## src/rtl/period_timer_pkg.sv

```systemverilog
// Shared constants of the periodic interval timer: register offsets and
// control bit positions. Assumes a 4-bit byte-offset register bus.
package period_timer_pkg;
    localparam int          BUS_W       = 32;
    localparam int          ADDR_W      = 4;
    localparam logic [3:0]  OFS_CTRL    = 4'h0;
    localparam logic [3:0]  OFS_PEND    = 4'h4;
    localparam logic [3:0]  OFS_ACKVAL  = 4'h8;
    localparam logic [3:0]  OFS_PEEK    = 4'hC;
    localparam int          BIT_RUN_EN  = 24;
    localparam int          BIT_IRQ_EN  = 25;
    localparam int          CNT_LSB     = 20;

    // Decoded control register contents.
    typedef struct packed {
        logic irq_en;
        logic run_en;
    } ctrl_flags_t;
endpackage

```

## src/rtl/pt_prescaler.sv

```systemverilog
// Clock prescaler: emits a one-cycle slow tick every DIV clocks while run
// is high. It is held at zero while stopped and forced to zero by clr.
// Assumes DIV >= 1.
module pt_prescaler #(
    parameter int DIV = 16
) (
    input  logic clk,
    input  logic rst_n,
    input  logic run,
    input  logic clr,
    output logic tick
);
    localparam int PRE_W = (DIV > 1) ? $clog2(DIV) : 1;

    generate
        if (DIV == 1) begin : g_nodiv
            // No division: every running cycle is a tick.
            assign tick = run && !clr;
        end else begin : g_div
            localparam logic [PRE_W-1:0] LAST = PRE_W'(DIV - 1);
            logic [PRE_W-1:0] pre_q;

            // Divider state: counts 0..DIV-1 while running, else held at 0.
            always_ff @(posedge clk) begin
                if (!rst_n || clr || !run) begin
                    pre_q <= '0;
                end else if (pre_q == LAST) begin
                    pre_q <= '0;
                end else begin
                    pre_q <= pre_q + 1'b1;
                end
            end

            assign tick = run && !clr && (pre_q == LAST);
        end
    endgenerate
endmodule

```

## src/rtl/pt_value_ctr.sv

```systemverilog
// Period value counter: counts slow ticks, returns to zero once it has
// reached the period and flags each return. It stops at zero when the
// enable is low at a return. A start pulse is honoured only when stopped.
module pt_value_ctr #(
    parameter int VAL_W = 20
) (
    input  logic             clk,
    input  logic             rst_n,
    input  logic             tick,
    input  logic             start,
    input  logic             run_en,
    input  logic [VAL_W-1:0] period,
    output logic [VAL_W-1:0] value,
    output logic             running,
    output logic             wrap
);
    logic at_end;

    // Detect the tick on which the counter returns to zero.
    always_comb begin
        at_end = (value >= period);
        wrap   = running && tick && at_end;
    end

    // Counter and run flag update.
    always_ff @(posedge clk) begin
        if (!rst_n) begin
            value   <= '0;
            running <= 1'b0;
        end else if (start && !running) begin
            value   <= '0;
            running <= 1'b1;
        end else if (running && tick) begin
            if (at_end) begin
                value <= '0;
                if (!run_en) begin
                    running <= 1'b0;
                end
            end else begin
                value <= value + 1'b1;
            end
        end
    end
endmodule

```

## src/rtl/pt_period_log.sv

```systemverilog
// Elapsed-period log: counts returns to zero modulo 2**CNT_W and keeps a
// pending flag. An acknowledge clears both, but a return to zero in the
// same cycle is kept.
module pt_period_log #(
    parameter int CNT_W = 12
) (
    input  logic             clk,
    input  logic             rst_n,
    input  logic             wrap,
    input  logic             ack,
    output logic [CNT_W-1:0] count,
    output logic             pending
);
    // Count and flag update, acknowledge first, collision-safe.
    always_ff @(posedge clk) begin
        if (!rst_n) begin
            count   <= '0;
            pending <= 1'b0;
        end else if (ack) begin
            count   <= wrap ? CNT_W'(1) : '0;
            pending <= wrap;
        end else if (wrap) begin
            count   <= count + 1'b1;
            pending <= 1'b1;
        end
    end
endmodule

```

## src/rtl/pt_regfile.sv

```systemverilog
// Register front end: holds the control register, decodes accesses,
// produces the start and acknowledge strobes and muxes the read data.
// Assumes one-cycle accesses and VAL_W <= CNT_LSB.
module pt_regfile
    import period_timer_pkg::*;
#(
    parameter int VAL_W = 20,
    parameter int CNT_W = 12
) (
    input  logic              clk,
    input  logic              rst_n,
    input  logic              bus_sel,
    input  logic              bus_wr,
    input  logic [ADDR_W-1:0] bus_addr,
    input  logic [BUS_W-1:0]  bus_wdata,
    output logic [BUS_W-1:0]  bus_rdata,
    input  logic [VAL_W-1:0]  value,
    input  logic [CNT_W-1:0]  count,
    input  logic              pending,
    output logic [VAL_W-1:0]  period,
    output ctrl_flags_t       flags,
    output logic              start,
    output logic              ack
);
    logic ctrl_wr;
    logic unused_wdata;

    assign unused_wdata = ^bus_wdata;

    // Access decode: control write, start request, acknowledging read.
    always_comb begin
        ctrl_wr = bus_sel && bus_wr && (bus_addr == OFS_CTRL);
        start   = ctrl_wr && bus_wdata[BIT_RUN_EN];
        ack     = bus_sel && !bus_wr && (bus_addr == OFS_ACKVAL);
    end

    // Control register storage.
    always_ff @(posedge clk) begin
        if (!rst_n) begin
            period <= '0;
            flags  <= '0;
        end else if (ctrl_wr) begin
            period       <= bus_wdata[VAL_W-1:0];
            flags.run_en <= bus_wdata[BIT_RUN_EN];
            flags.irq_en <= bus_wdata[BIT_IRQ_EN];
        end
    end

    // Read data mux; unused offsets and bits read as zero.
    always_comb begin
        bus_rdata = '0;
        if (bus_sel && !bus_wr) begin
            case (bus_addr)
                OFS_CTRL: begin
                    bus_rdata[VAL_W-1:0]  = period;
                    bus_rdata[BIT_RUN_EN] = flags.run_en;
                    bus_rdata[BIT_IRQ_EN] = flags.irq_en;
                end
                OFS_PEND: begin
                    bus_rdata[0] = pending;
                end
                OFS_ACKVAL, OFS_PEEK: begin
                    bus_rdata[VAL_W-1:0]       = value;
                    bus_rdata[CNT_LSB +: CNT_W] = count;
                end
                default: bus_rdata = '0;
            endcase
        end
    end
endmodule

```

## src/rtl/period_timer.sv

```systemverilog
// Periodic interval timer top: prescaler, value counter, elapsed-period
// log and register front end, plus the gated level interrupt.
// Assumes a synchronous active-low reset and one-cycle bus accesses.
module period_timer
    import period_timer_pkg::*;
#(
    parameter int DIV   = 16,
    parameter int VAL_W = 20,
    parameter int CNT_W = 12
) (
    input  logic              clk,
    input  logic              rst_n,
    input  logic              bus_sel,
    input  logic              bus_wr,
    input  logic [ADDR_W-1:0] bus_addr,
    input  logic [BUS_W-1:0]  bus_wdata,
    output logic [BUS_W-1:0]  bus_rdata,
    output logic              irq
);
    logic [VAL_W-1:0] period;
    logic [VAL_W-1:0] value;
    logic [CNT_W-1:0] count;
    ctrl_flags_t      flags;
    logic             pending;
    logic             start;
    logic             ack;
    logic             tick;
    logic             running;
    logic             wrap;
    logic             pre_clr;

    assign pre_clr = start && !running;

    pt_regfile #(.VAL_W(VAL_W), .CNT_W(CNT_W)) u_regs (
        .clk(clk), .rst_n(rst_n),
        .bus_sel(bus_sel), .bus_wr(bus_wr), .bus_addr(bus_addr),
        .bus_wdata(bus_wdata), .bus_rdata(bus_rdata),
        .value(value), .count(count), .pending(pending),
        .period(period), .flags(flags), .start(start), .ack(ack)
    );

    pt_prescaler #(.DIV(DIV)) u_pre (
        .clk(clk), .rst_n(rst_n), .run(running), .clr(pre_clr), .tick(tick)
    );

    pt_value_ctr #(.VAL_W(VAL_W)) u_ctr (
        .clk(clk), .rst_n(rst_n), .tick(tick), .start(start),
        .run_en(flags.run_en), .period(period),
        .value(value), .running(running), .wrap(wrap)
    );

    pt_period_log #(.CNT_W(CNT_W)) u_log (
        .clk(clk), .rst_n(rst_n), .wrap(wrap), .ack(ack),
        .count(count), .pending(pending)
    );

    // Level interrupt gated by the interrupt enable.
    always_comb begin
        irq = pending && flags.irq_en;
    end
endmodule

```

## config.mk

```make
export PLATFORM = sky130hd
export DESIGN_NAME = period_timer
export DESIGN_NICKNAME = d
export VERILOG_FILES = /design/src/rtl/period_timer_pkg.sv /design/src/rtl/pt_prescaler.sv /design/src/rtl/pt_value_ctr.sv /design/src/rtl/pt_period_log.sv /design/src/rtl/pt_regfile.sv /design/src/rtl/period_timer.sv
export SDC_FILE = /design/constraint.sdc
export NUM_CORES = 1
export LEC_CHECK = 0
export BUFFER_PORTS_ARGS = -buffer_cell sky130_fd_sc_hd__buf_2
export CAP_MARGIN = 20
export CORE_MARGIN = 2
export CORE_UTILIZATION = 47
export CTS_BUF_LIST = sky130_fd_sc_hd__clkbuf_16
export DETAILED_ROUTE_END_ITERATION = 8
export MAX_ROUTING_LAYER = met4
export PLACE_DENSITY = 0.71
export SETUP_SLACK_MARGIN = 0.5
export SKIP_CTS_REPAIR_TIMING = 1
export SLEW_MARGIN = 15
export SYNTH_ARGS = -nofsm -noshare
export SYNTH_HDL_FRONTEND = slang
export SYNTH_SLANG_ARGS = --single-unit
```

## constraint.sdc

```tcl
create_clock -name clk -period 2.65 [get_ports clk]
set_input_delay 0.3975 -clock clk [delete_from_list [all_inputs] [get_ports clk]]
set_output_delay 0.3975 -clock clk [all_outputs]
set_load 0.05 [all_outputs]
```

# Yosys cells after proc, flatten, opt, wreduce, memory -nomap -nowiden
# Index checks and enable logic that the tools add are counted.
# Widths: inputs -> output; s select.
[classes]
n_shift = 0
div = 0
eq_ne = 5
n_reduce_logical = 25
mul = 0
bitwise = 1
add_sub_neg = 3
mux = 16
order_cmp = 1
[op_table]
columns = ["operator", "n"]
rows = [
  ["$pmux 19 s2", 1],
  ["$mux 32", 1],
  ["$mux 12", 2],
  ["$add 20x1->20 const B", 1],
  ["$ge 20x20->1", 1],
  ["$mux 20", 1],
  ["$add 12x1->12 const B", 1],
  ["$eq 4x4->1 const B", 3],
  ["$logic_and 1x1->1", 11],
  ["$mux 1", 7],
  ["$mux 6", 1],
  ["$reduce_bool 2->1", 3],
  ["$reduce_or 2->1", 3],
  ["$add 4x1->4 const B", 1],
  ["$eq 4x3->1 const B", 1],
  ["$logic_not 1->1", 4],
  ["$logic_not 4->1", 1],
  ["$mux 4", 1],
  ["$pmux 2 s2", 1],
  ["$pmux 1 s3", 1],
  ["$reduce_and 3->1", 1],
  ["$logic_or 1x1->1", 2],
  ["$ne 2x1->1 const B", 1],
  ["$not 1->1", 1],
]
[word_totals]
output_inout_bits = 33
register_bits = 60
mem_bits_ro = 0
word_cells = 59
n_memories = 0
ram_bits = 0
latch_bits = 0

# Depth between registers and ports, before layout
[logic_depth]
ltp_word = 11
mapped_depth = 10
mapped_depth_nobuf = 8

# Hierarchy
# A second synthesis with hierarchy kept.
[hier_totals]
hier_cells = 431
hier_area_um2 = 3607.2
[by_module_without_submodules]
columns = ["module", "n_inst", "seq_area_each_um2", "area_each_um2", "cells_each"]
rows = [
  ["pt_value_ctr", 1, 420.4, 1519.0, 177],
  ["pt_regfile", 1, 440.4, 1295.0, 168],
  ["pt_period_log", 1, 260.2, 611.8, 68],
  ["pt_prescaler", 1, 80.1, 161.4, 16],
  ["period_timer", 1, 0.0, 20.0, 2],
]

# Least setup slack after synthesis
# OpenSTA, ideal clock, no wires.
[synth_path]
path_type = "in2out"
start = "input port bus_addr[2]"
end = "output port bus_rdata[0]"
slack_ns = -0.282
path_stages = 4
t_required_ns = 2.253
arrival_time_ns = 2.534
path_cell_list = "clkbuf_1 > nor4_2 > a221oi_1 > nor4_1"
[synth_between]
elab_chain_len = 4
elab_cells_between_ends = 7
[synth_rtl]
columns = ["element", "line", "rtl"]
rows = [
  ["start: declaration", "period_timer.sv:15", "input logic [ADDR_W-1:0] bus_addr,"],
  ["$eq 4x4->1", "pt_regfile.sv:53", "case (bus_addr)"],
  ["$reduce_or 2->1", "pt_regfile.sv:53", ""],
  ["$pmux 1 s3 (*)", "pt_regfile.sv:53", ""],
  ["$mux 32 (*)", "pt_regfile.sv:52", "if (bus_sel && !bus_wr) begin"],
  ["end: declaration", "period_timer.sv:17", "output logic [BUS_W-1:0] bus_rdata,"],
]
# Every way passes the cells marked *; elsewhere a longest branch is shown, timed or not.

# Worst setup path after layout
[layout_path]
start = "register u_regs.period[19]"
end = "register u_log.count[11]"
[layout_between]
elab_chain_len = 3
[layout_rtl]
columns = ["element", "line", "rtl"]
rows = [
  ["start: declaration", "pt_regfile.sv:20", "output logic [VAL_W-1:0] period,"],
  ["start signal: assignment", "pt_regfile.sv:43", "period <= bus_wdata[VAL_W-1:0];"],
  ["$ge 20x20->1", "pt_value_ctr.sv:21", "at_end = (value >= period);"],
  ["$logic_and 1x1->1", "pt_value_ctr.sv:22", "wrap = running && tick && at_end;"],
  ["$reduce_bool 2->1 (no source line)", "--", ""],
  ["end signal: assignment", "pt_period_log.sv:20", "count <= wrap ? CNT_W'(1) : '0;"],
  ["end signal: assignment", "pt_period_log.sv:23", "count <= count + 1'b1;"],
  ["end: declaration", "pt_period_log.sv:11", "output logic [CNT_W-1:0] count,"],
]
# Every way passes these cells.
# A chain may end at the register's enable or synchronous reset.

==> impl_results.md <==
- Outcome: complete, no violations
- CTS tree: done
- Slowest CP cell: or4_4
- Remaining Overflow, GRT: 0
- Core area: between 0.006 and 0.007 mm^2
- Commonest non-fill, non-tap cell in the layout: nand2_1
- First DRT Iteration DRCs: 190
- Die H: just under 90 um
- Setup_tns: 0 ps
- Commonest non-fill, non-tap cells in the layout: nand2_1, buf_2, dfxtp_1
- Area delta synth->final: 36.5%
- Cell Pwr Density: approximately 450 mW/mm^2
- Detail Placement HPWL: slightly below 6000 um
- Number of cells on the critical path: 9
- Final ANT Viol Nets: 0
- Cell family with most CP delay: simple AND/OR/NAND/NOR gates
- Startpoint types: flip-flop
- Clk buf depth: 2
- Netlist cell types: 42
- Layout cells sized above 1: 0.343
- Crit-path cells: inv_2 -> ha_4 -> nand4_4 -> nor4_4 -> nand3b_1 -> buf_6 -> o211a_4 -> or4_4 -> a21oi_2
- Crit Path Class: reg2reg
- CTS Sinks: 60
- Pre-CTS setup slack: ~190 ps
- Die ar.: slightly below 0.008 mm^2
- Arr. time, crit path: about 2600 ps
- First-pass DRT Iterations: 4
- Seq/Total Area, Yosys: 0.357
- Average vias per placed instance: 5.51
- GRT Total Usage: 0.231
- Worst skew pair latency: approximately 330 ps
- Reg2reg path depth: 9
- Register bit total from synthesis: 60
- Cell Count Post-Placement: 569
- PortBufs: between 60 and 70
- Logic pwr share: 0.079
- Fin Clk Skew: a little over 7 ps
- Mean routed wirelength per cell: 14.9 um
- Clk network pwr share: 0.482
- Routing usage on met3: 0.0494
- Crit Path Max Fanout: 4
- Fmax: approximately 0.43 GHz
- Final Setup Violations: 0
- CTS H-Tree Depth: 3
- Final hold slack: between 300 and 400 ps
- # diodes: 0
- Largest net degree at the start of global routing: 32
- Period Utilization, post-route: 0.876
- Yosys warnings: 0
- Number of core rows: 30
- I/O pin count: between 70 and 80
- Flop pwr share: 0.439
- Initial Utilization: 0.489
- Final Util: 0.668
- Post-layout min period: between 2000 and 2500 ps
- Die Wd: between 80 and 90 um
- First-pass GRT wire length: approximately 14000 um
- WP data required: 2910 ps
- Routed WL: 9020 um
- Final Non-Filler Cells: 604
- GRT met1 Usage: 0.300
- GRT met2 Usage: 0.355
- Synth Instances: 423
- Worst setup margin: ~330 ps
- Initial antenna violation count: 0
- Number of buffers created by CTS: 9
- NetSw: 0.483 mW
- Relative slew margins: 0.622
- Pint: between 1.5 and 2 mW
- Gr busiest metal: met2
- Sw Ratio: 0.233
- Hold Crit Depth: 3
- RSZ-0062 raised after global routing: yes
- Final net count: between 500 and 600
- CP Capture Type: flip-flop
- Mean Syn Cell Area: approximately 7.9 um^2
- Via count: roughly 3300
- Gp weighted congestion: between 0.8 and 0.9
- Worst slew pin tran: 567 ps
- Hold Path Class: in2reg
- Max-Cap Viols: 0
- Syn Std Cell Area: 0.00336 mm^2
- WP buf/inv: 2
- Final hold vios: 0
- Vias in the first global route: roughly 3000
- Leakage: 1.78 nW
- Max-slew violations: 0
- Synthesized Nets: a little under 500
- Peak supply drop: ~320 uV
- Clk pin slew, worst setup/hold paths: around 50 ps
- Root buffer cell: clkbuf_16
- DRC errors left: 0
- CP max stage delay: just over 500 ps
power groups by stage:
stage / clock (mW) / combinational (mW) / sequential [mW]
finish: 0.998 / 0.163 / 0.908
global placement: 0 / 0.107 / 0.926
CTS: 1.01 / 0.110 / 0.908
global route: 1.05 / 0.174 / 0.907
floorplan: 0 / 0.0650 / 0.926
detailed placement: 0 / 0.109 / 0.927
routing by layer:
metal | routed length (um) | up-vias | share of wire
li1 | - | 1645 | -
met1 | 4280 | 1567 | 0.47
met2 | 4120 | 104 | 0.46
met3 | 517 | 10 | 0.057
met4 | 102 | 0 | 0.011
met5 | 0 | - | 0
synthesized netlist by cell type:
library cell / number / share of area
xor2_1: 18 / 0.047
o21a_1: 1 / 0.0022
a2111oi_0: 1 / 0.0026
a22oi_1: 21 / 0.047
o31ai_1: 6 / 0.013
a21oi_2: 1 / 0.0026
o21ai_0: 10 / 0.015
and3_1: 11 / 0.020
nor3_1: 2 / 0.0030
nor3b_1: 1 / 0.0022
a221oi_1: 2 / 0.0052
buf_6: 1 / 0.0033
and2_1: 12 / 0.022
and2_0: 1 / 0.0019
or4_1: 5 / 0.011
nand3_1: 15 / 0.022
nand4_2: 1 / 0.0037
ha_1: 23 / 0.086
or2_2: 1 / 0.0019
nor2_1: 45 / 0.050
dfxtp_1: 60 / 0.36
nand4_1: 7 / 0.013
mux2i_1: 1 / 0.0030
nor4_2: 2 / 0.0074
a21oi_1: 19 / 0.028
o211ai_1: 3 / 0.0067
or4_4: 1 / 0.0033
and4_1: 3 / 0.0078
xnor2_1: 2 / 0.0052
nand3b_1: 1 / 0.0022
nand2_1: 67 / 0.075
o211a_2: 1 / 0.0030
inv_1: 24 / 0.027
or3_1: 4 / 0.0074
a21boi_0: 23 / 0.051
nand2b_1: 3 / 0.0056
o221ai_1: 1 / 0.0026
buf_2: 3 / 0.0045
nor4_1: 1 / 0.0019
o21ai_2: 1 / 0.0026
o221a_2: 1 / 0.0033
clkbuf_1: 17 / 0.019
worst min-delay path, cell delays in order:
cell and delay (ps):
buf_2 100, nand2_1 40, a21boi_0 60
flip-flops by register name (all words and copies together), names as in the netlist:
name	flops
u_regs.flags	2
u_pre.g_div.pre_q	4
u_log.pending	1
u_log.count	12
u_regs.period	20
u_ctr.value	20
u_ctr.running	1
cell type report:
type | count | area (um^2)
tap | 96 | 120
clock buffer | 9 | 225
clock inverter | 5 | 22.5
multi-input combinational | 321 | 2390
inverter | 24 | 90.1
sequential | 60 | 1220
timing repair buffer | 89 | 526
fill | 585 | 2280
path summary, 6_finish.rpt:
path | startpoint | end | slack, ps
max | u_regs.period[19] | u_log.count[11] | 330
max reg2reg | u_regs.period[19] | u_log.count[11] | 330
min reg2reg | u_pre.g_div.pre_q[0] | u_pre.g_div.pre_q[0] | 450
min | bus_wdata[9] | u_regs.period[9] | 310
metrics by stage:
step	power, mW	instance area [um^2]
detailed placement	1.04	3950
global route	2.13	4590
global placement	1.03	3950
floorplan	0.991	3530
CTS	2.03	4200
finish	2.07	4590
kinds of logic after synthesis:
group,Yosys count,synth area share
AO/OA/AOI/OAI,91,0.186
AND/OR/NAND/NOR,183,0.263
XOR/XNOR,20,0.0521
flip-flops,60,0.357
buffers and inverters,45,0.0536
multiplexers,1,0.00298
adder cells (fa/ha/maj),23,0.0856
Power figures use the tool's default switching activity.
